## src/rtl/mei_pkg.sv

```systemverilog
package mei_pkg;
  localparam int unsigned NUM_CH         = 2;
  localparam int unsigned DIMMS_PER_CH   = 2;
  localparam int unsigned PAIRS_PER_DIMM = 2;
  localparam int unsigned NUM_PAIRS      = NUM_CH * DIMMS_PER_CH * PAIRS_PER_DIMM;
  localparam int unsigned IDX_W          = $clog2(NUM_PAIRS);
  localparam int unsigned DIMM_ID_W      = 2;
  localparam int unsigned FAIL_LSB       = 12;
  localparam int unsigned SMI_EN_BIT     = 15;
  localparam int unsigned NMI_EN_BIT     = 16;
  localparam int unsigned REG_W          = 32;

  typedef enum logic [1:0] {
    ROUTE_NONE = 2'd0,
    ROUTE_SMI  = 2'd1,
    ROUTE_NMI  = 2'd2
  } route_e;

  // channel-major, then dimm, then rank pair
  function automatic logic [IDX_W-1:0] pair_index(logic ch, logic dimm, logic [1:0] rank);
    return {ch, dimm, rank[1]};
  endfunction
endpackage

```

## src/rtl/mei_rank_cnt.sv

```systemverilog
module mei_rank_cnt #(
  parameter int unsigned CNT_W = 16
) (
  input  logic             clk_i,
  input  logic             rst_ni,
  input  logic             hit_i,
  input  logic             clr_i,
  input  logic [CNT_W-1:0] thresh_i,
  output logic             set_o
);
  localparam logic [CNT_W-1:0] CntMax = {CNT_W{1'b1}};

  logic [CNT_W-1:0] cnt_q, cnt_inc;

  assign cnt_inc = (cnt_q == CntMax) ? cnt_q : cnt_q + 1'b1;
  assign set_o   = hit_i && (cnt_inc > thresh_i);

  always_ff @(posedge clk_i or negedge rst_ni) begin
    if (!rst_ni)    cnt_q <= '0;
    else if (clr_i) cnt_q <= '0;
    else if (hit_i) cnt_q <= cnt_inc;
  end
endmodule

```

## src/rtl/mei_status.sv

```systemverilog
module mei_status
  import mei_pkg::*;
(
  input  logic                 clk_i,
  input  logic                 rst_ni,
  input  logic [NUM_PAIRS-1:0] set_req_i,
  input  logic                 wr_i,
  input  logic [REG_W-1:0]     wdata_i,
  input  logic                 rdl_valid_i,
  input  logic [DIMM_ID_W-1:0] rdl_dimm_i,
  output logic [NUM_PAIRS-1:0] flags_o,
  output logic [DIMM_ID_W-1:0] fdimm_o,
  output logic [NUM_PAIRS-1:0] rise_o,
  output logic [NUM_PAIRS-1:0] cnt_clr_o
);
  logic [NUM_PAIRS-1:0] flags_q, keep_mask;
  logic [DIMM_ID_W-1:0] fdimm_q, fdimm_keep;

  assign keep_mask  = wr_i ? wdata_i[NUM_PAIRS-1:0] : '1;
  assign fdimm_keep = wr_i ? wdata_i[FAIL_LSB +: DIMM_ID_W] : '1;
  assign rise_o     = set_req_i & ~flags_q;
  // counter restarts on a software clear that is not overridden by a set
  assign cnt_clr_o  = ~keep_mask & ~set_req_i;

  always_ff @(posedge clk_i or negedge rst_ni) begin
    if (!rst_ni) begin
      flags_q <= '0;
      fdimm_q <= '0;
    end else begin
      flags_q <= (flags_q & keep_mask) | set_req_i;
      fdimm_q <= rdl_valid_i ? rdl_dimm_i : (fdimm_q & fdimm_keep);
    end
  end

  assign flags_o = flags_q;
  assign fdimm_o = fdimm_q;
endmodule

```

## src/rtl/mei_irq_route.sv

```systemverilog
module mei_irq_route
  import mei_pkg::*;
(
  input  logic clk_i,
  input  logic rst_ni,
  input  logic evt_i,
  input  logic smi_en_i,
  input  logic nmi_en_i,
  output logic smi_o,
  output logic nmi_o
);
  route_e route;
  logic   smi_q, nmi_q;

  always_comb begin
    if (smi_en_i)      route = ROUTE_SMI;
    else if (nmi_en_i) route = ROUTE_NMI;
    else               route = ROUTE_NONE;
  end

  always_ff @(posedge clk_i or negedge rst_ni) begin
    if (!rst_ni) begin
      smi_q <= 1'b0;
      nmi_q <= 1'b0;
    end else begin
      smi_q <= evt_i && (route == ROUTE_SMI);
      nmi_q <= evt_i && (route == ROUTE_NMI);
    end
  end

  assign smi_o = smi_q;
  assign nmi_o = nmi_q;
endmodule

```

## src/rtl/mei_ctrl.sv

```systemverilog
module mei_ctrl
  import mei_pkg::*;
#(
  parameter int unsigned CNT_W       = 16,
  parameter int unsigned ADDR_W      = 8,
  parameter logic [7:0]  STATUS_ADDR = 8'h50,
  parameter logic [7:0]  CTRL_ADDR   = 8'h54
) (
  input  logic              clk_i,
  input  logic              rst_ni,
  input  logic              err_valid_i,
  input  logic              err_chan_i,
  input  logic              err_dimm_i,
  input  logic [1:0]        err_rank_i,
  input  logic [CNT_W-1:0]  thresh_i,
  input  logic              rdl_valid_i,
  input  logic [1:0]        rdl_dimm_i,
  input  logic              reg_wr_i,
  input  logic [ADDR_W-1:0] reg_addr_i,
  input  logic [31:0]       reg_wdata_i,
  output logic [31:0]       reg_rdata_o,
  output logic              smi_o,
  output logic              nmi_o
);
  localparam logic [ADDR_W-1:0] StatusAddr = ADDR_W'(STATUS_ADDR);
  localparam logic [ADDR_W-1:0] CtrlAddr   = ADDR_W'(CTRL_ADDR);

  logic                 sel_status, sel_ctrl;
  logic [IDX_W-1:0]     err_idx;
  logic [NUM_PAIRS-1:0] hit, set_req, cnt_clr, rise, ovf_flags;
  logic [DIMM_ID_W-1:0] fail_dimm;
  logic                 ctl_smi_en, ctl_nmi_en, irq_evt;

  assign sel_status = (reg_addr_i == StatusAddr);
  assign sel_ctrl   = (reg_addr_i == CtrlAddr);
  assign err_idx    = pair_index(err_chan_i, err_dimm_i, err_rank_i);

  for (genvar g = 0; g < NUM_PAIRS; g++) begin : g_pair
    assign hit[g] = err_valid_i && (err_idx == IDX_W'(g));
    mei_rank_cnt #(.CNT_W(CNT_W)) u_cnt (
      .clk_i   (clk_i),
      .rst_ni  (rst_ni),
      .hit_i   (hit[g]),
      .clr_i   (cnt_clr[g]),
      .thresh_i(thresh_i),
      .set_o   (set_req[g])
    );
  end

  mei_status u_status (
    .clk_i      (clk_i),
    .rst_ni     (rst_ni),
    .set_req_i  (set_req),
    .wr_i       (reg_wr_i && sel_status),
    .wdata_i    (reg_wdata_i),
    .rdl_valid_i(rdl_valid_i),
    .rdl_dimm_i (rdl_dimm_i),
    .flags_o    (ovf_flags),
    .fdimm_o    (fail_dimm),
    .rise_o     (rise),
    .cnt_clr_o  (cnt_clr)
  );

  always_ff @(posedge clk_i or negedge rst_ni) begin
    if (!rst_ni) begin
      ctl_smi_en <= 1'b0;
      ctl_nmi_en <= 1'b0;
    end else if (reg_wr_i && sel_ctrl) begin
      ctl_smi_en <= reg_wdata_i[SMI_EN_BIT];
      ctl_nmi_en <= reg_wdata_i[NMI_EN_BIT];
    end
  end

  assign irq_evt = (|rise) || rdl_valid_i;

  mei_irq_route u_route (
    .clk_i   (clk_i),
    .rst_ni  (rst_ni),
    .evt_i   (irq_evt),
    .smi_en_i(ctl_smi_en),
    .nmi_en_i(ctl_nmi_en),
    .smi_o   (smi_o),
    .nmi_o   (nmi_o)
  );

  always_comb begin
    reg_rdata_o = '0;
    if (sel_status) begin
      reg_rdata_o[NUM_PAIRS-1:0]            = ovf_flags;
      reg_rdata_o[FAIL_LSB +: DIMM_ID_W]    = fail_dimm;
    end else if (sel_ctrl) begin
      reg_rdata_o[SMI_EN_BIT] = ctl_smi_en;
      reg_rdata_o[NMI_EN_BIT] = ctl_nmi_en;
    end
  end
endmodule

```

## config.mk

```make
export PLATFORM = sky130hd
export DESIGN_NAME = mei_ctrl
export DESIGN_NICKNAME = d
export VERILOG_FILES = /design/src/rtl/mei_pkg.sv /design/src/rtl/mei_rank_cnt.sv /design/src/rtl/mei_status.sv /design/src/rtl/mei_irq_route.sv /design/src/rtl/mei_ctrl.sv
export SDC_FILE = /design/constraint.sdc
export NUM_CORES = 1
export LEC_CHECK = 0
export BUFFER_PORTS_ARGS = -buffer_cell sky130_fd_sc_hd__buf_2
export CORE_UTILIZATION = 35
export DETAILED_ROUTE_END_ITERATION = 8
export GPL_TIMING_DRIVEN = 0
export SYNTH_ARGS = -nofsm -noshare
export SYNTH_HDL_FRONTEND = slang
export SYNTH_SLANG_ARGS = --single-unit
export TNS_END_PERCENT = 5
```

## constraint.sdc

```tcl
create_clock -name clk_i -period 6.7 [get_ports clk_i]
set_input_delay 0.67 -clock clk_i [delete_from_list [all_inputs] [get_ports clk_i]]
set_output_delay 0.67 -clock clk_i [all_outputs]
set_load 0.1 [all_outputs]
```

## After elaboration in Yosys (flattened, before gate mapping)

Cells that the tools add are included.

- Bits in read-only memories: 0
- Bits in latches: 0
- Memories kept: 0
- Bits in writable memories: 0
- Output and inout port bits: 34
- Input port bits: 67
- Flip-flop bits (word level): 142
- Word-level logic and storage cells: 121

- Multiplexer cells: 33
- Div/mod/pow operators: 0
- Bitwise gates (word level): 8
- Multipliers: 0
- Shift operators: 0
- $lt $le $gt $ge: 8
- $add $sub $neg: 8
- Equality and inequality tests: 19
- Reductions and logical operators: 31

Operator list:

| kind | count |
|---|---|
| 2-to-1 mux 16 bit | 24 |
| adder 16 x 1 -> 16 bit (second input constant) | 8 |
| equality test 16 bit (second input constant) | 8 |
| > comparator 16 bit | 8 |
| bitwise AND 8 bit | 3 |
| NOT 8 bit | 3 |
| logical AND 1 bit | 20 |
| equality test 8 x 7 -> 1 bit (second input constant) | 2 |
| 2-to-1 mux 8 bit | 2 |
| nonzero test 2 bit | 8 |
| 2-to-1 mux 2 bit | 7 |
| equality test 3 bit (second input constant) | 4 |
| OR 8 bit | 1 |
| OR reduction 8 bit | 1 |
| equality test 3 x 2 -> 1 bit (second input constant) | 2 |
| equality test 3 x 1 -> 1 bit (second input constant) | 1 |
| zero test 3 bit | 1 |
| bitwise AND 2 bit | 1 |
| equality test 2 x 1 -> 1 bit (second input constant) | 1 |
| equality test 2 bit (second input constant) | 1 |
| logical OR 1 bit | 1 |

## Logic depth before layout (Yosys ltp)

- Word-level depth: 8
- Mapped depth: 17
- Depth with buffers taken out: 15

## Hierarchy

A second synthesis with hierarchy kept.

- Cell total of the unflattened synthesis: 1,762
- Area, all modules: 14,582.7 µm²

By module, submodules not included:

| module | area each (µm²) | instances | seq. area each (µm²) | cells an instance |
|---|---|---|---|---|
| mei_rank_cnt at g_pair[2].u_cnt ... | 1,629.1 | 4 | 400.4 | 201 |
| mei_rank_cnt at g_pair[0].u_cnt ... | 1,762.9 | 2 | 400.4 | 211 |
| mei_rank_cnt at g_pair[1].u_cnt | 1,800.5 | 1 | 400.4 | 213 |
| mei_rank_cnt at g_pair[3].u_cnt | 1,731.7 | 1 | 400.4 | 206 |
| mei_status | 483.0 | 1 | 250.2 | 50 |
| mei_ctrl | 459.2 | 1 | 50.0 | 63 |
| mei_irq_route | 66.3 | 1 | 50.0 | 4 |

## Worst setup path before layout

Ideal clock, no wire load.

- Path type: reg-to-reg
- Start point: register g_pair[1].u_cnt.cnt_q[0]
- End point: register g_pair[1].u_cnt.cnt_q[10]
- Library setup time: 0.121 ns
- Stages on the path, launching flop included: 18
- Clock period less this slack: 4.001 ns
- Path slack: 2.699 ns
- Arrival: 3.880 ns
- Path buffers: 3
- Required time: 6.579 ns
- Path through: dfrtp_1 ha_1 and2_0 nand3_1 or4_4 buf_6 and2_4 buf_6 nand3_1 xnor2_1 ha_1 a2111oi_0 o21ai_0 a221o_1 o21ai_0 o21ai_1 clkbuf_1 a22o_1

- Word-level cells in the longest chain between the ends: 7
- Elaborated cells between the ends (all ways): 10
- Those cells by class: add/sub: 1; order compare: 1; eq/ne: 1; mux: 3; bitwise: 2; reduce/logical: 2

RTL lines:

| element | RTL line | source |
|---|---|---|
| from (decl) | mei_rank_cnt.sv:13 | `logic [CNT_W-1:0] cnt_q, cnt_inc;` |
| from (signal assigned) | mei_rank_cnt.sv:21 | `else if (hit_i) cnt_q <= cnt_inc;` |
| adder 16 x 1 -> 16 bit or equality test 16 bit (tied branches) | mei_rank_cnt.sv:15 | `assign cnt_inc = (cnt_q == CntMax) ? cnt_q : cnt_q + 1'b1;` |
| 2-to-1 mux 16 bit (*) | mei_rank_cnt.sv:15 |  |
| > comparator 16 bit | mei_rank_cnt.sv:16 | `assign set_o = hit_i && (cnt_inc > thresh_i);` |
| logical AND 1 bit | mei_rank_cnt.sv:16 |  |
| NOT 8 bit | mei_status.sv:23 | `assign cnt_clr_o = ~keep_mask & ~set_req_i;` |
| bitwise AND 8 bit | mei_status.sv:23 |  |
| 2-to-1 mux 16 bit or nonzero test 2 bit (tied branches) | -- |  |

Every way passes the cells marked *; elsewhere a longest branch is shown, timed or not. The select of a mux whose other input is x is not followed.
A chain may end at the register's enable or synchronous reset.

## Final worst setup path

- Start point: register g_pair[4].u_cnt.cnt_q[0]
- End point: register g_pair[4].u_cnt.cnt_q[4]

- Word-level cells in the longest chain between the ends: 7
- Elaborated cells between the ends (all ways): 10
- Those cells by class: add/sub: 1; order compare: 1; eq/ne: 1; mux: 3; bitwise: 2; reduce/logical: 2

RTL lines:

| element | RTL line |
|---|---|
| from (decl) | mei_rank_cnt.sv:13 |
| from (signal assigned) | mei_rank_cnt.sv:21 |
| adder 16 x 1 -> 16 bit or equality test 16 bit (tied branches) | mei_rank_cnt.sv:15 |
| 2-to-1 mux 16 bit (*) | mei_rank_cnt.sv:15 |
| > comparator 16 bit | mei_rank_cnt.sv:16 |
| logical AND 1 bit | mei_rank_cnt.sv:16 |
| NOT 8 bit | mei_status.sv:23 |
| bitwise AND 8 bit | mei_status.sv:23 |
| 2-to-1 mux 16 bit or nonzero test 2 bit (tied branches) | -- |

Marks and branches as above.

==> flow_metrics.tcl <==
set metrics [dict create \
    run_status "finished, final reports clean" \
    ant_nets 0 \
    synth_area_in_compound_gates_pct 21.8 \
    timing.final.crit_period_ps 4980 \
    preCtsSetupSlack_ps 1800 \
    critPathCapture "g_pair[4].u_cnt.cnt_q[4]" \
    finish.instance_area_um2 13200 \
    pnr_worst_setup_slack_ps 1720 \
    worst_setup_path_start_kind "flip-flop" \
    worstReg2RegStart "g_pair[4].u_cnt.cnt_q[0]" \
    power.switching_fraction_pct 35.0 \
    syn-instance-count 1324 \
    final_hold_viol_count 0 \
    numPortBuffers 57 \
    power.share.clock_pct 33.8 \
    clock_tree.buffer_depth 2 \
    area_contributors_post_synth "sky130_fd_sc_hd__dfrtp_1, sky130_fd_sc_hd__ha_1, sky130_fd_sc_hd__a22o_1, sky130_fd_sc_hd__xnor2_1, sky130_fd_sc_hd__a21oi_1" \
    gr-total-overflow 0 \
    critical_path.reg2reg.endpoint "g_pair[4].u_cnt.cnt_q[4]" \
    r2r_slack_ps 1720 \
    critPathSlowestCell "sky130_fd_sc_hd__nor3b_1" \
    final.period_utilization_pct 74.3 \
    yosys.area.top_type_share_pct 30.5 \
    timing.fmax_ghz 0.201 \
    cts-hold-fix-buffers 0 \
    initial_core_utilization_pct 35.7 \
    skew_ps 18.0 \
    synth_edf_count 0 \
    cp.arrival_ps 5300 \
    synthesized_area_fraction_occupied_by_and_or_nand_nor_cells_pct 20.6 \
    number_of_nets_in_the_finished_design 1623 \
    pin_count_of_the_biggest_net_entering_global_routing 73 \
    synth_fa_ha_area_share_pct 14.6 \
    clkLatencyLatePin_ps 440 \
    cts_tree "built" \
    drt-pass1-iter-count 6 \
    drv_cap 0 \
    comb_power_share_pct 29.5 \
    synth_largest_area_cell "sky130_fd_sc_hd__dfrtp_1" \
    worstRegToRegCells 16 \
    p_switching_mw 1.03 \
    floorplan.io_pins 101 \
    timing_max_transition_violations_final 0 \
    final_util_pct 40.5 \
    floorplan.rows 66 \
    synth_sequential_area_ratio_pct 30.5 \
    synth_register_bits 142 \
    crit_path_start "g_pair[4].u_cnt.cnt_q[0]" \
    internal-power_mw 1.92 \
    yosys-mux-area-fraction_pct 1.69 \
    setup_repair_after_global_routing_missed_its_margin "no" \
    post_synth_xor_area_fraction_pct 6.31 \
    p_leak_nw 6.35 \
    tritoncts_num_sinks 142 \
    place_inst 1843 \
    asyncSetResetFlopFracSynth_pct 100 \
    globalplace.congestion 0.899 \
    postCtsSetupRepairBufs 0 \
    postRouteWirelength_mm 34.3 \
    first_iter_violations 926 \
    tritoncts.num_buffers 17 \
    die_w_um 184 \
    timing.critical_path.to_type "flip-flop" \
    fin_tns_setup_ps 0 \
    ys_warns 0 \
    crit_path_cell_trace "ha_1 > and3_1 > and3_1 > nor3b_1 > nor2_1 > and4_1 > xor2_1 > ha_1 > a21oi_1 > o21ai_0 > a221o_1 > o31ai_1 > and2_1 > clkbuf_1 > o21ai_0 > a21o_1" \
    dr_wl_cell_um 18.3 \
    synthDistinctLibCells 68 \
    synth_top_family_by_area "compound AO/OA/AOI/OAI gates" \
    area.growth.synth_to_final_pct 13.3 \
    power-per-cell-area_nw_per_um2 223 \
    core-area_um2 32600 \
    postCtsResizedCells 0 \
    vias 10500 \
    dpl_cell_area_um2 12600 \
    data_required_time_of_the_worst_path_ps 7020 \
    global_route.usage.total_pct 20.8 \
    antenna_found_initial 3 \
    final_hold_slack_ps 271 \
    mappedNetlistArea_um2 11700 \
    hold_path_class "primary input to asynchronous set/reset pin" \
    p_seq_share_pct 36.6 \
    hpwl_mm 24.6 \
    crit_path_max_incr_delay_ps 750 \
    synth_flop_cell "sky130_fd_sc_hd__dfrtp_1" \
    die_y_um 184 \
    fp.dieArea_um2 34000 \
    worst_slew_pin_slew_ps 1020 \
    design_power_total_mw 2.95 \
    worst-setup-path-type "flip-flop to flip-flop" \
    setup_viol 0 \
    worstPathMaxFanout 10 \
    dr_drc_count 0 \
    cts.root.buffer_cell "sky130_fd_sc_hd__clkbuf_16" \
    timing.slew.headroom_pct 31.4 \
    layout-drive-gt1-share_pct 9.98 \
    max-vdd-ir-drop_mv 0.181 \
    cts.reportedPaths.clkPinSlew_ps 60 \
    grt_first_pass_wirelength_mm 54.3 \
    instances_no_fill 1878 \
    syn_avg_cell_area_um2 8.80 \
    viasPerCell 5.60 \
    ctsHtreeMaxLevel 4 \
    via_count_of_the_first_global_routing_pass 9953 \
]
[logic make-up after synthesis]
group                    Yosys count
XOR/XNOR                          84
AO/OA/AOI/OAI                    369
AND/OR/NAND/NOR                  460
other                              1
adder cells (fa/ha/maj)          136
buffers and inverters            114
multiplexers                      18
flip-flops                       142
[cells in the final DEF, fill, tap and decap left out, types with 17 or more instances in the layout]
master / count
sky130_fd_sc_hd__and2_1: 26
sky130_fd_sc_hd__a31oi_1: 24
sky130_fd_sc_hd__nand3_1: 59
sky130_fd_sc_hd__clkbuf_1: 27
sky130_fd_sc_hd__a22o_1: 76
sky130_fd_sc_hd__nand4_1: 47
sky130_fd_sc_hd__o21ai_0: 55
sky130_fd_sc_hd__nor3_1: 26
sky130_fd_sc_hd__a21o_1: 28
sky130_fd_sc_hd__conb_1: 20
sky130_fd_sc_hd__buf_2: 62
sky130_fd_sc_hd__nor2_1: 92
sky130_fd_sc_hd__buf_4: 20
sky130_fd_sc_hd__xor2_1: 27
sky130_fd_sc_hd__dfrtp_1: 142
sky130_fd_sc_hd__ha_1: 136
sky130_fd_sc_hd__and3_1: 34
sky130_fd_sc_hd__clkbuf_16: 17
sky130_fd_sc_hd__a21oi_1: 82
sky130_fd_sc_hd__xnor2_1: 57
sky130_fd_sc_hd__nand2_1: 90
sky130_fd_sc_hd__inv_1: 60
[per-layer routing]
metal  share of wire [%]  GRT usage [%]  up-vias
li1                    -              -     5111
met1                  48           28.9     5076
met2                  44           31.7      283
met3                 6.0           4.23       51
met4                 3.0           7.60        0
met5                   0              0        -
[power groups by stage]
stage          clock network [mW]  registers (mW)  logic (mW)
6_report                    0.997            1.08       0.872
5_1_grt                      1.05            1.10       0.982
4_1_cts                      1.01            1.08       0.870
3_5_place_dp                    0            1.09       0.866
3_3_place_gp                    0            1.09       0.832
2_1_floorplan                   0            1.06       0.653
[worst min-delay path by stage]
| stage | slack, ps | start | endpoint | cells past startpoint |
|---|---|---|---|---|
| finish | 270 | rst_ni | g_pair[7].u_cnt.cnt_q[15] | 1 |
| global route | 330 | rst_ni | g_pair[7].u_cnt.cnt_q[1] | 1 |
| CTS | 290 | rst_ni | g_pair[7].u_cnt.cnt_q[8] | 1 |
| detailed placement | 450 | ctl_smi_en | u_route.nmi_o | 1 |
| global placement | 450 | ctl_smi_en | u_route.nmi_o | 1 |
| floorplan | 370 | rst_ni | ctl_nmi_en | 0 |
[area by class of cell]
cell class / count / area, um2
Buffer: 54 / 300
Sequential cell: 142 / 3550
Clock buffer: 19 / 433
Multi-Input combinational cell: 1087 / 7650
Inverter: 60 / 225
Tap cell: 442 / 553
Timing Repair Buffer: 58 / 319
Antenna cell: 3 / 7.51
Fill cell: 3267 / 19400
Clock inverter: 13 / 168
[sequential cells by signal, indices dropped and copies added (netlist names)]
signal	cells
ctl_nmi_en	1
u_route.nmi_o	1
u_status.flags_o	8
u_status.fdimm_o	2
u_route.smi_o	1
g_pair.u_cnt.cnt_q	128
ctl_smi_en	1
[cell usage after synthesis (25+ instances only)]
cell                       instances
sky130_fd_sc_hd__a21o_1           28
sky130_fd_sc_hd__a21oi_1          82
sky130_fd_sc_hd__a22o_1           76
sky130_fd_sc_hd__and2_1           26
sky130_fd_sc_hd__and3_1           34
sky130_fd_sc_hd__clkbuf_1         25
sky130_fd_sc_hd__dfrtp_1         142
sky130_fd_sc_hd__ha_1            136
sky130_fd_sc_hd__inv_1            60
sky130_fd_sc_hd__nand2_1          90
sky130_fd_sc_hd__nand3_1          59
sky130_fd_sc_hd__nand4_1          47
sky130_fd_sc_hd__nor2_1           92
sky130_fd_sc_hd__nor3_1           26
sky130_fd_sc_hd__o21ai_0          55
sky130_fd_sc_hd__xnor2_1          57
sky130_fd_sc_hd__xor2_1           27
[critical path: cells and delay by family (launching register included)]
kind	cells	cell delay, ps
compound gates	6	1500
fa+ha+maj	2	510
buf+inv	1	320
simple gates	6	1950
flops	1	430
xor+xnor	1	150
Note: power is estimated with default switching activity, not from simulation.
